`config.mk`:
```
export PLATFORM = sky130hd
export DESIGN_NAME = ibw_decoder
export DESIGN_NICKNAME = d
export VERILOG_FILES = /design/src/rtl/ibw_pkg.sv /design/src/rtl/ibw_regfile.sv /design/src/rtl/ibw_match.sv /design/src/rtl/ibw_select.sv /design/src/rtl/ibw_decoder.sv
export SDC_FILE = /design/constraint.sdc
export NUM_CORES = 1
export LEC_CHECK = 0
export ABC_AREA = 1
export BUFFER_PORTS_ARGS = -buffer_cell sky130_fd_sc_hd__buf_2
export CAP_MARGIN = 10
export CORE_MARGIN = 5
export CORE_UTILIZATION = 35
export DETAILED_ROUTE_END_ITERATION = 16
export SYNTH_ARGS = -nofsm -noshare
export SYNTH_HDL_FRONTEND = slang
export SYNTH_SLANG_ARGS = --single-unit
```
`constraint.sdc`:
```
create_clock -name clk -period 2.21 [get_ports clk]
set_input_delay 0.221 -clock clk [delete_from_list [all_inputs] [get_ports clk]]
set_output_delay 0.221 -clock clk [all_outputs]
set_load 0.02 [all_outputs]
```
`src/rtl/ibw_pkg.sv`:
```
package ibw_pkg;
  localparam int ADDR_W   = 32;
  localparam int BASE_LSB = 20;
  localparam int CODE_W   = 4;
  localparam int CFG_W    = ADDR_W - BASE_LSB + CODE_W;
  localparam int MAX_CODE = ADDR_W - 1 - BASE_LSB;

  typedef logic [ADDR_W-1:0] addr_t;

  typedef struct packed {
    logic [ADDR_W-BASE_LSB-1:0] base;
    logic [CODE_W-1:0]          code;
  } win_cfg_t;

  // true when the size code names a window that fits the address space
  function automatic logic code_ok(input logic [CODE_W-1:0] c);
    return int'(c) <= MAX_CODE;
  endfunction

  // ones over the offset bits of a window with size code c
  function automatic addr_t offset_mask(input logic [CODE_W-1:0] c);
    addr_t m;
    for (int i = 0; i < ADDR_W; i++) m[i] = (i < BASE_LSB + int'(c));
    return m;
  endfunction

  function automatic addr_t base_addr(input win_cfg_t w);
    return {w.base, {BASE_LSB{1'b0}}};
  endfunction
endpackage

```
`src/rtl/ibw_regfile.sv`:
```
module ibw_regfile
  import ibw_pkg::*;
#(
  parameter int NUM_WIN   = 3,
  parameter int OFF_W     = 8,
  parameter int FIRST_OFF = 'h50,
  parameter int STRIDE    = 4
) (
  input  logic                        clk,
  input  logic                        rst_n,
  input  logic                        wr_en,
  input  logic [OFF_W-1:0]            wr_off,
  input  logic [CFG_W-1:0]            wr_data,
  input  logic [OFF_W-1:0]            rd_off,
  output logic [CFG_W-1:0]            rd_data,
  output win_cfg_t [NUM_WIN-1:0]      cfg_q
);
  localparam win_cfg_t RST_CFG = '{base: '0, code: '1};

  logic [NUM_WIN-1:0] wr_sel;

  for (genvar i = 0; i < NUM_WIN; i++) begin : g_win
    localparam logic [OFF_W-1:0] MY_OFF = (OFF_W)'(FIRST_OFF + i * STRIDE);

    assign wr_sel[i] = wr_en && (wr_off == MY_OFF);

    always_ff @(posedge clk) begin
      if (!rst_n)         cfg_q[i] <= RST_CFG;
      else if (wr_sel[i]) cfg_q[i] <= win_cfg_t'(wr_data);
    end

    AST_WRITE_LANDS: assert property (@(posedge clk) disable iff (!rst_n)
      wr_sel[i] |=> (cfg_q[i] == win_cfg_t'($past(wr_data))));
  end

  always_comb begin
    rd_data = '0;
    for (int i = 0; i < NUM_WIN; i++)
      if (rd_off == (OFF_W)'(FIRST_OFF + i * STRIDE)) rd_data = cfg_q[i];
  end

  AST_SEL_ONEHOT: assert property (@(posedge clk) disable iff (!rst_n)
    $onehot0(wr_sel));
  AST_STRAY_WRITE_IGNORED: assert property (@(posedge clk) disable iff (!rst_n)
    (wr_sel == '0) |=> $stable(cfg_q));
endmodule

```
`src/rtl/ibw_match.sv`:
```
module ibw_match
  import ibw_pkg::*;
#(
  parameter int NUM_WIN = 3
) (
  input  addr_t                   addr,
  input  win_cfg_t [NUM_WIN-1:0]  cfg,
  output logic [NUM_WIN-1:0]      hit_vec,
  output addr_t [NUM_WIN-1:0]     offs
);
  for (genvar i = 0; i < NUM_WIN; i++) begin : g_cmp
    addr_t mask;
    assign mask       = offset_mask(cfg[i].code);
    assign hit_vec[i] = code_ok(cfg[i].code) &&
                        ((addr & ~mask) == (base_addr(cfg[i]) & ~mask));
    assign offs[i]    = addr & mask;
  end
endmodule

```
`src/rtl/ibw_select.sv`:
```
module ibw_select
  import ibw_pkg::*;
#(
  parameter int NUM_WIN = 3,
  parameter int IDX_W   = (NUM_WIN > 1) ? $clog2(NUM_WIN) : 1
) (
  input  logic [NUM_WIN-1:0]   hit_vec,
  input  addr_t [NUM_WIN-1:0]  offs,
  output logic                 any_hit,
  output logic [IDX_W-1:0]     win_idx,
  output addr_t                win_addr
);
  logic [NUM_WIN-1:0] grant;

  always_comb begin
    logic taken;
    taken = 1'b0;
    grant = '0;
    for (int i = 0; i < NUM_WIN; i++) begin
      if (hit_vec[i] && !taken) begin
        grant[i] = 1'b1;
        taken    = 1'b1;
      end
    end
  end

  always_comb begin
    win_idx  = '0;
    win_addr = '0;
    for (int i = 0; i < NUM_WIN; i++) begin
      if (grant[i]) begin
        win_idx  = (IDX_W)'(i);
        win_addr = offs[i];
      end
    end
  end

  assign any_hit = |grant;
endmodule

```
`src/rtl/ibw_decoder.sv`:
```
module ibw_decoder
  import ibw_pkg::*;
#(
  parameter int NUM_WIN   = 3,
  parameter int OFF_W     = 8,
  parameter int FIRST_OFF = 'h50,
  parameter int STRIDE    = 4,
  parameter int IDX_W     = (NUM_WIN > 1) ? $clog2(NUM_WIN) : 1
) (
  input  logic              clk,
  input  logic              rst_n,
  input  logic              cfg_wr_en,
  input  logic [OFF_W-1:0]  cfg_off,
  input  logic [CFG_W-1:0]  cfg_wdata,
  input  logic [OFF_W-1:0]  cfg_rd_off,
  output logic [CFG_W-1:0]  cfg_rdata,
  input  logic              lk_valid,
  input  logic [ADDR_W-1:0] lk_addr,
  output logic              res_valid,
  output logic              res_hit,
  output logic [IDX_W-1:0]  res_win,
  output logic [ADDR_W-1:0] res_addr
);
  win_cfg_t [NUM_WIN-1:0] cfg_q;
  logic [NUM_WIN-1:0]     hit_vec;
  addr_t [NUM_WIN-1:0]    offs;
  logic                   sel_hit;
  logic [IDX_W-1:0]       sel_idx;
  addr_t                  sel_addr;

  ibw_regfile #(.NUM_WIN(NUM_WIN), .OFF_W(OFF_W), .FIRST_OFF(FIRST_OFF),
                .STRIDE(STRIDE)) regs_i (
    .clk(clk), .rst_n(rst_n), .wr_en(cfg_wr_en), .wr_off(cfg_off),
    .wr_data(cfg_wdata), .rd_off(cfg_rd_off), .rd_data(cfg_rdata),
    .cfg_q(cfg_q));

  ibw_match #(.NUM_WIN(NUM_WIN)) match_i (
    .addr(lk_addr), .cfg(cfg_q), .hit_vec(hit_vec), .offs(offs));

  ibw_select #(.NUM_WIN(NUM_WIN), .IDX_W(IDX_W)) sel_i (
    .hit_vec(hit_vec), .offs(offs), .any_hit(sel_hit),
    .win_idx(sel_idx), .win_addr(sel_addr));

  always_ff @(posedge clk) begin
    if (!rst_n) begin
      res_valid <= 1'b0;
      res_hit   <= 1'b0;
      res_win   <= '0;
      res_addr  <= '0;
    end else begin
      res_valid <= lk_valid;
      res_hit   <= lk_valid && sel_hit;
      res_win   <= (lk_valid && sel_hit) ? sel_idx : '0;
      res_addr  <= (lk_valid && sel_hit) ? sel_addr : '0;
    end
  end

  AST_RESULT_FOLLOWS: assert property (@(posedge clk) disable iff (!rst_n)
    lk_valid |=> res_valid);
  AST_IDLE_QUIET: assert property (@(posedge clk) disable iff (!rst_n)
    !lk_valid |=> (!res_valid && !res_hit));
  AST_MISS_ZERO: assert property (@(posedge clk) disable iff (!rst_n)
    !res_hit |-> (res_addr == '0 && res_win == '0));

  for (genvar i = 0; i < NUM_WIN; i++) begin : g_chk
    localparam logic [NUM_WIN-1:0] LOWER = (NUM_WIN)'((1 << i) - 1);
    AST_WIN_CODE_VALID: assert property (@(posedge clk) disable iff (!rst_n)
      (res_hit && res_win == (IDX_W)'(i)) |-> $past(code_ok(cfg_q[i].code)));
    AST_WIN_PRIORITY: assert property (@(posedge clk) disable iff (!rst_n)
      (res_hit && res_win == (IDX_W)'(i)) |->
        ($past(hit_vec[i]) && (($past(hit_vec) & LOWER) == '0)));
    AST_OFFSET_FITS: assert property (@(posedge clk) disable iff (!rst_n)
      (res_hit && res_win == (IDX_W)'(i)) |->
        ((res_addr & ~$past(offset_mask(cfg_q[i].code))) == '0));
  end
endmodule

```
==> metrics, run 1 <==
outcome=finished clean; GP Congestion=0.938; FF-to-FF Start=regs_i.cfg_q[18]; reg2reg path depth=14; power per cell area=between 500 and 600 nW/um2; hold depth=3; Arrival @ worst endpoint=about 2300 ps; ant diodes=0; fill cell count=1494; DRT Wirelength=15600 um; hold-fix buffer count after cts=0; Root Buffer=clkbuf_16; mux share of post-synthesis cell area=0%; clk_skew=8.09 ps; core area=13700 um2; htree depth=3; CP Launch Type=flip-flop; total gr overflow=0; I/O pin cnt=120; Site Rows=between 40 and 50; Worst Hold End=res_addr[0]; Post-synth top flop=dfxtp_1; Placement Setup Slack=-140 ps; post-route worst setup slack=about 140 ps; Seq cells post-synth=84; reg-to-reg slack, setup=140 ps; vias in the first global route=4540; Synth area leader=dfxtp_1; antenna viol nets, final=0; Iteration-0 DRC Markers=345; Mean Syn Cell Area=6.62 um2; RR Endpoint=res_addr[26]; Final Non-Filler Cells=1047; maximum VDD drop=0.000293 V; P_leak=3.14 nW; I/O Buffers=119; main combinational cell family by area after synthesis=simple AND/OR/NAND/NOR gates; CTS tree=built; worst hold start=lk_addr[0]; final setup TNS=0 ps; Yosys cell types=35; Die H=128 um; most common cell in the netlist=nand2_1; Commonest cells post-synth=nand2_1 (174), nor2_1 (97), inv_1 (92); unrepaired setup endpoints after global routing=no; Clock Latency Late Sink=350 ps; WL per Instance=around 15 um; detail-routed via count per cell=approximately 4.7; Post-synth ARST share=0%; first-pass GRT wire length=24200 um; Req. time, crit path=~2500 ps; initial core utilization=a little over a third; hpwl dp=12500 um; Clock transition at path regs=roughly 60 ps; Max Freq=482 MHz; top area cells in the synthesized netlist=dfxtp_1 (35%), nand2_1 (14%), nor2_1 (7.5%), inv_1 (7.1%), o21ai_0 (5.8%); worst-path fanout max=10; die area=~16000 um2; measured slew at the worst slew-check pin=545 ps; CTS Buf Count=9; post-synthesis simple-gate area fraction=32.8%; Post-Syn Nets=817; initial antenna violation count=0; Layout area overhead=26.4%; fin crit share=a little over nine tenths; post-layout util=44.6%; Fin. Hold Viols=0; post-synthesis instance total=730; Final min period=~2100 ps; max-cap violations=0; pins over their slew limit=0; post-synthesis adder-cell area fraction=4.92%; overall routing resource usage=19.1%; Slew Limit Headroom=between 60% and 70%; EDFF count, synth=0; final setup violation count=0; HP Class=in2reg; Clock Tree Buf Depth=2; largest net degree at the start of global routing=46; drt pass-1 iters=5; post-synthesis compound-gate area fraction=a little over an eighth; Crit Path Category=reg2reg; Remaining DRCs=0; die width=128 um; share of the synthesized area in the top cell type=a little over a third; DP Cell Count=1027; Vias=4945; synth warn=0; share of layout cells above drive strength 1=25.1%; Worst Setup End Kind=flip-flop; clock sink total=84; post-synthesis sequential area ratio=34.8%; xor and xnor area share after synthesis=3.26%; Synth Cell Area=4840 um2; fin nets=949; Tot Pwr=3.15 mW
[registers in the layout (all words and copies together), names as in the netlist]
name          cells
res_hit           1
res_win           2
res_addr         32
regs_i.cfg_q     48
res_valid         1
[power by group]
| part | internal (mW) | total (mW) | switching, mW |
|---|---|---|---|
| Sequential | 1.52 | 1.52 | 0.00251 |
| Combinational | 0.0825 | 0.216 | 0.134 |
| Clock | 0.794 | 1.41 | 0.621 |
| Total | 2.39 | 3.15 | 0.757 |
[repair_timing]
| action | 4_1_cts | 5_1_grt |
|---|---|---|
| pin swaps | 0 | 3 |
| setup buffers | 0 | 3 |
| resized for setup | 6 | 25 |
| endpoints found under the setup margin | 29 | 33 |
| gates cloned | 0 | 1 |
[cell usage in the layout, fill, tap and decap left out, types with 7 or more instances in the layout]
cell type,synthesis,layout
clkbuf_16,0,9
o21ai_0,56,54
o221ai_1,7,7
nor2_1,97,93
nor2_2,20,23
xor2_1,15,15
nand2_1,174,172
ha_1,19,16
inv_1,92,88
buf_4,1,22
buf_2,2,119
a21oi_1,37,36
inv_2,8,10
dfxtp_1,84,80
o211ai_1,10,10
nand3_1,50,50
[worst max path at each step]
stage | from | end | slack (ps) | cells after the start
after detailed placement | regs_i.cfg_q[34] | res_addr[0] | -140 | 14
after CTS | regs_i.cfg_q[35] | res_addr[0] | 20 | 14
after floorplan | regs_i.cfg_q[34] | res_addr[10] | 370 | 15
after global placement | regs_i.cfg_q[34] | res_addr[0] | -140 | 14
final | regs_i.cfg_q[18] | res_addr[26] | 140 | 14
after global routing | regs_i.cfg_q[18] | res_addr[30] | 10 | 14
[area by class of cell]
cell class,instances,area [um2],area share [%]
clock buffers,11,243,3.97
clock inverters,5,35.0,0.573
inverters,102,389,6.37
multi-input cells,521,2720,44.5
flip-flops and latches,84,1690,27.6
well taps,180,225,3.68
repair buffers,143,801,13.1
repair inverters,1,7.51,0.123
[cell families after synthesis]
| group | Yosys count |
|---|---|
| compound gates | 119 |
| xor+xnor | 18 |
| fa+ha+maj | 19 |
| buf+inv | 125 |
| flops | 84 |
| other cells | 1 |
| simple gates | 364 |
[metal layers]
metal	global-route usage, %	part of all wire, %	vias up
li1	-	-	2571
met1	25.7	45	2131
met2	30.2	44	219
met3	5.10	8.9	24
met4	5.43	1.7	0
met5	0	0	-
[worst max-delay path, stage by stage, from the launching register on]
cell	delay [ps]
dfxtp_1	370
ha_1	240
inv_2	90
nand2_1	90
nor2_1	40
buf_4	150
nand2_1	90
a21oi_1	60
nor2_2	160
nand3_4	170
nand2_4	150
inv_4	70
buf_4	140
nand3_1	70
nand2_1	50
[metrics by stage]
step | area [um2] | hold WS, ps
6_report | 6110 | 84.9
5_1_grt | 6110 | 89.8
4_1_cts | 6010 | 76.0
3_5_place_dp | 5720 | 444
3_3_place_gp | 5720 | 444
2_1_floorplan | 4840 | 333
Power figures use the tool's default switching activity.
==> run 2: changes to the inputs <==
SYNTH_HIERARCHICAL = 1   (was unset)
==> run 2 against run 1 <==
- largest cell class unchanged
- die area rose by 22%
- register-to-register slack got worse by 40 ps
- count of clock-buffer cells in the layout shrank 2
- cell count increased by 23%
- synthesized area is 24% higher
- wire length grew 19%
- clock skew up 2.0 ps
==> metrics, run 2 <==
outcome=finished clean; DRT Wirelength=18600 um (+19%); initial antenna violation count=0 (unchanged); ant diodes=0 (unchanged); CTS tree=built; synth warn=6 (+6); htree depth=3 (unchanged); CP Launch Type=flip-flop; Clock Tree Buf Depth=2 (unchanged); post-synthesis adder-cell area fraction=3.55% (-1.4 points); mux share of post-synthesis cell area=0% (unchanged); P_leak=3.53 nW (+12%); Clock transition at path regs=70 ps (about the same); I/O pin cnt=120 (unchanged); post-layout util=43.3% (-1.3 points); antenna viol nets, final=0 (unchanged); biggest regs=regs_i/cfg_q x48, res_addr x32, res_win x2; Largest Register=regs_i/cfg_q; Seq cells post-synth=84 (unchanged); Worst Setup End Kind=flip-flop; first-pass GRT wire length=29600 um (+22%); net switching fraction of the power=24.7% (+0.69 points); Clk pwr share=48.4% (+3.5 points); power per cell area=482 nW/um2 (-6.6%); crit-path cells=buf_4 > ha_1 > nand2_1 > nand2_1 > nand2_1 > nor2_1 > nor2_1 > nand3_1 > nor2_2 > buf_6 > nor2_8 > nand2_2 > nand3_4 > buf_12 > nor2_1; Die H=141 um (+10%); worst-path fanout max=18 (+8); CP bufs+invs=3 (-1); post-synthesis compound-gate area fraction=2.68% (-11 points); Slew Limit Headroom=65.0% (+1.6 points); I/O Buffers=119 (unchanged); die area=19800 um2 (+22%); total gr overflow=0 (unchanged); clock sink total=84 (unchanged); internal power=2.62 mW (+9.4%); largest delay contributor family on the critical path=simple AND/OR/NAND/NOR gates; Site Rows=47 (+9.3%); Mean Syn Cell Area=6.14 um2 (-7.3%); HP Class=in2reg; fin nets=1143 (+20%); Post-Syn Nets=1060 (+30%); WL per Instance=14.5 um (-2.5%); overall routing resource usage=18.7% (-0.46 points); Combinational Power Share=8.0% (+1.1 points); biggest cell delay along the critical path=340 ps (-30 ps); top area cells in the synthesized netlist=dfxtp_1 (28%), nand3_1 (17%), nand2_1 (14%), nor2_1 (10%), buf_4 (7.0%); post-synthesis simple-gate area fraction=44.2% (+11 points); Yosys cell types=34 (-2.9%); most common cell in the netlist=nand2_1; vias in the first global route=5672 (+25%); CTS Buf Count=9 (unchanged); EDFF count, synth=0 (unchanged); main combinational cell family by area after synthesis=simple AND/OR/NAND/NOR gates; initial core utilization=35.8% (+0.59 points); Switch Pwr=0.860 mW (+14%); Synth area leader=dfxtp_1; die width=141 um (+10%); hold-fix buffer count after cts=0 (unchanged); hpwl dp=14100 um (+13%); largest net degree at the start of global routing=35 (-24%); maximum VDD drop=0.000420 V (+43%); share of layout cells above drive strength 1=24.0% (-1.2 points); Final Non-Filler Cells=1283 (+23%); detail-routed via count per cell=4.79 (+1.5%); measured slew at the worst slew-check pin=524 ps (-20.9 ps); Layout area overhead=20.7%; Max Freq=472 MHz (-2.1%); GP Congestion=0.948 (+0.98%); Commonest cells post-synth=nand2_1 (217), nand3_1 (198), nor2_1 (159); pins over their slew limit=0 (unchanged); Post-synth top flop=dfxtp_1; unrepaired setup endpoints after global routing=yes; DP Cell Count=1260 (+23%); commonest non-fill, non-tap cell in the layout=nand2_1; slowest CP cell=dfxtp_2; final setup violation count=0 (unchanged); Crit Path Category=reg2reg; Seq pwr share=43.6% (-4.6 points); Vias=6148 (+24%); max-cap violations=0 (unchanged); Arrival @ worst endpoint=2390 ps (+80 ps); xor and xnor area share after synthesis=2.63% (-0.63 points); Fin. Hold Viols=0 (unchanged); post-synthesis instance total=975 (+34%); Clock Latency Late Sink=350 ps (about the same); drt pass-1 iters=5 (unchanged); core area=16700 um2 (+22%); Final min period=2120 ps (+44.5 ps); Root Buffer=clkbuf_16; fin crit share=95.8% (+2.0 points); Remaining DRCs=0 (unchanged); Req. time, crit path=2490 ps (+40 ps); max reg flops=48 (unchanged); Post-synth ARST share=0% (unchanged); most frequent cells in the layout=nand2_1 (215), nand3_1 (197), nor2_1 (151); Iteration-0 DRC Markers=421 (+22%); post-synthesis sequential area ratio=28.1% (-6.7 points); Synth Cell Area=5990 um2 (+24%); clk_skew=10.1 ps (+2.01 ps); share of the synthesized area in the top cell type=28.1% (-6.7 points)
[run 2: cell count changes in the layout (fill, tap and decap cells not counted), moves of 9 or more]
cell	change
inv_1	+17
nand2_1	+43
nand3_1	+147
buf_4	+22
o211ai_1	-9
nor2_1	+58
a21oi_1	-28
ha_1	-9
o21ai_0	-39
[run 2: metrics by stage]
stage	TNS (ps)	total power, mW	setup WS [ps]	hold slack, ps	cell area, um2
final	0	3.48	92.8	112	7220
after global routing	-554	3.62	-44.2	121	7220
after CTS	0	3.52	2.94	114	7040
after detailed placement	-2200	1.83	-82.2	482	6610
after global placement	-1130	1.83	-52.6	484	6610
after floorplan	0	1.75	64.3	314	5990
[run 2: routing by layer]
layer  GRT usage [%]  routed length, um  vias up
met5               0                  0        -
met4            6.83                448        0
met3            3.73               1500       31
met2            29.5               8350      258
met1            25.2               8340     2717
li1                -                  -     3142
[run 2: power groups by stage]
stage	Sequential, mW	Combinational (mW)	Clock [mW]
after floorplan	1.55	0.200	0
after global placement	1.55	0.275	0
after detailed placement	1.55	0.274	0
after CTS	1.52	0.275	1.73
after global routing	1.51	0.312	1.79
final	1.52	0.279	1.68
[run 2: worst register-to-register path, delay by kind of cell, from the launching register on]
| kind | cells | cell delay (ps) |
|---|---|---|
| DFF | 1 | 340 |
| adders and majority gates | 1 | 190 |
| buffers and inverters | 3 | 520 |
| and+or+nand+nor | 11 | 1000 |
[run 2: path summary, 6_finish.rpt]
| check | startpoint | end | slack (ps) | cells after the start |
|---|---|---|---|---|
| worst max register to register | regs_i/cfg_q[19] | res_addr[14] | 90 | 15 |
| worst min register to register | regs_i/cfg_q[47] | regs_i/cfg_q[47] | 510 | 2 |
| worst max-delay path | regs_i/cfg_q[19] | res_addr[14] | 90 | 15 |
| worst min-delay path | lk_valid | res_valid | 110 | 3 |
[run 2: logic make-up (layout without fill, tap and decap cells)]
group / count (synthesis) / count (layout)
simple gates: 604 / 604
flops: 84 / 84
buf+inv: 221 / 309
fa+ha+maj: 17 / 17
compound gates: 31 / 31
xor+xnor: 18 / 18
[run 2: layout make-up]
cell class | instances | area, um2
clock buffers | 9 | 225
clock inverters | 7 | 104
fillers | 1823 | 9480
inverters | 117 | 444
multi-input cells | 670 | 3310
flip-flops and latches | 84 | 1700
well taps | 220 | 275
repair buffers | 176 | 1160
[run 2: what timing repair did]
action	CTS	global route
buffers inserted	0	2
gates resized for setup	22	30
endpoints found under the setup margin	35	35
cloned	1	4
==> run 3: changes to the inputs <==
CORE_ASPECT_RATIO = 0.5   (was unset)
==> run 3 against run 2 <==
- sequential power about the same
- register-to-register slack got worse by 40 ps
- sequential share of layout area fell by 0.59 points
- first-iteration DRC count increased by 9.3%
- hold slack got worse by 1.1 ps
- clock skew increased by 6.6 ps
==> metrics, run 3 (synthesized netlist as in run 2, its figures left out) <==
CP Launch Type=flip-flop; pins over their slew limit=0 (unchanged); fin nets=1153 (+0.87%); Req. time, crit path=2490 ps (about the same); met2 Usage GRT=30.5% (+0.96 points); maximum VDD drop=0.000278 V (-34%); FF-to-FF Start=regs_i/cfg_q[19]; final setup violation count=0 (unchanged); biggest regs=regs_i/cfg_q x48, res_addr x32, res_win x2; initial core utilization=36.2% (+0.31 points); final setup TNS=0 ps (unchanged); Max Freq=463 MHz (-2.0%); Fin. Hold Viols=0 (unchanged); fin crit share=97.7% (+1.9 points); WL per Instance=15.0 um (+3.3%); htree depth=3 (unchanged); Vias=6212 (+1.0%); measured slew at the worst slew-check pin=716 ps (+191 ps); detail-routed via count per cell=4.78 (-0.28%); core area=16600 um2 (-0.86%); CTS tree=built; CTS Buf Count=9 (unchanged); I/O pin cnt=120 (unchanged); DRT Wirelength=19500 um (+4.6%); GR peak layer=met2; P_leak=3.55 nW (+0.43%); Arrival @ worst endpoint=2440 ps (+50 ps); max reg flops=48 (unchanged); Remaining DRCs=0 (unchanged); total gr overflow=0 (unchanged); clock sink total=84 (unchanged); Placed Area=6660 um2 (+0.81%); Die H=102 um (-27%); vias in the first global route=5792 (+2.1%); die width=195 um (+38%); share of layout cells above drive strength 1=26.1% (+2.1 points); antenna viol nets, final=0 (unchanged); GP Congestion=0.933 (-1.6%); max-cap violations=0 (unchanged); Worst Setup SP=regs_i/cfg_q[19]; Slew Limit Headroom=52.1% (-13 points); outcome=finished clean; first-pass GRT wire length=30400 um (+2.7%); worst hold start=cfg_wdata[2]; ant diodes=0 (unchanged); power per cell area=455 nW/um2 (-5.5%); met3 usage=4.08% (+0.36 points); worst-path fanout max=5 (-13); hold-fix buffer count after cts=0 (unchanged); initial antenna violation count=1 (+1); largest net degree at the start of global routing=33 (-5.7%); final instance area=7430 um2 (+2.9%); drt pass-1 iters=6 (+1); Iteration-0 DRC Markers=460 (+9.3%); Layout area overhead=24.2%; commonest non-fill, non-tap cell in the layout=nand2_1; Clock transition at path regs=80 ps (about the same); Final min period=2160 ps (+42.8 ps); unrepaired setup endpoints after global routing=yes; post-route worst setup slack=50.0 ps (-42.8 ps); I/O Buffers=119 (unchanged); overall routing resource usage=18.9% (+0.28 points); hpwl dp=14700 um (+4.4%); most frequent cells in the layout=nand2_1 (211), nand3_1 (197), nor2_1 (147); Worst Setup End Kind=flip-flop; Root Buffer=clkbuf_16; Clock Latency Late Sink=350 ps (about the same); Placement Setup Slack=-194 ps (-112 ps); Site Rows=33 (-30%); clk_skew=16.7 ps (+6.64 ps); HP Class=in2reg; Clock Tree Buf Depth=2 (unchanged); Crit Path Category=reg2reg; die area=20000 um2 (+0.80%); M1 GR Usage=26.3% (+1.0 points); Largest Register=regs_i/cfg_q
==> run 3: changes by cell type in the layout (fill, tap and decap cells not counted), moves of 3 or more <==
cell	delta
nand2_1	-4
nor2_1	-4
nand2_2	+4
buf_4	+3
ha_1	-4
ha_2	+3
nor2_4	+4
==> run 3: per-layer routing <==
metal / part of all wire (%) / vias to the layer above / wire (um)
met5: 0.036 / - / 7
li1: - / 3165 / -
met3: 5.6 / 25 / 1090
met2: 44 / 183 / 8610
met1: 49 / 2837 / 9510
met4: 1.5 / 2 / 285
==> run 3: worst paths after layout <==
| kind | to | slack [ps] | cells past startpoint |
|---|---|---|---|
| max | res_win[1] | 50 | 14 |
| max reg2reg | res_win[1] | 50 | 14 |
| min reg2reg | regs_i/cfg_q[4] | 520 | 2 |
| min | regs_i/cfg_q[34] | 110 | 3 |
==> run 3: what timing repair did <==
| item | in CTS | in global routing |
|---|---|---|
| gates cloned | 1 | 4 |
| endpoints found under the setup margin | 35 | 35 |
| gates resized for setup | 13 | 73 |
| pin swaps | 1 | 6 |
| buffers inserted | 1 | 6 |
==> run 3: power breakdown <==
part | internal, mW | leakage [nW] | switching, mW
combinational | 0.100 | 2.73 | 0.172
clock | 0.895 | 0.145 | 0.701
sequential | 1.51 | 0.676 | 0.00326
==> run 3: cell type report <==
type	instances	area, um2
fill	1776	9130
multi-input combinational	670	3380
sequential	84	1700
timing repair buffer	186	1310
inverter	117	457
tap	227	284
clock buffer	9	225
clock inverter	7	82.6
==> run 3: through the flow <==
stage | total power [mW] | utilization [%] | hold WS [ps] | cells
2_1_floorplan | 1.75 | - | 314 | 975
5_1_grt | 3.51 | 44.9 | 116 | 1300
3_3_place_gp | 1.82 | 40.2 | 460 | 1273
3_5_place_dp | 1.82 | 40.2 | 470 | 1273
6_report | 3.38 | 44.9 | 111 | 1300
4_1_cts | 3.42 | 42.6 | 104 | 1291
==> run 3: critical path, cell delays in order, from the launching register on <==
cell and delay, ps:
dfxtp_4 390, inv_2 80, ha_4 300, nand2_1 60, nand3_1 90, nand2_1 70
nor2_2 100, nand3_2 110, nor2_4 180, buf_12 130, nor2_8 50, nand2_2 70
nand3_4 140, clkbuf_16 230, nor2_1 80
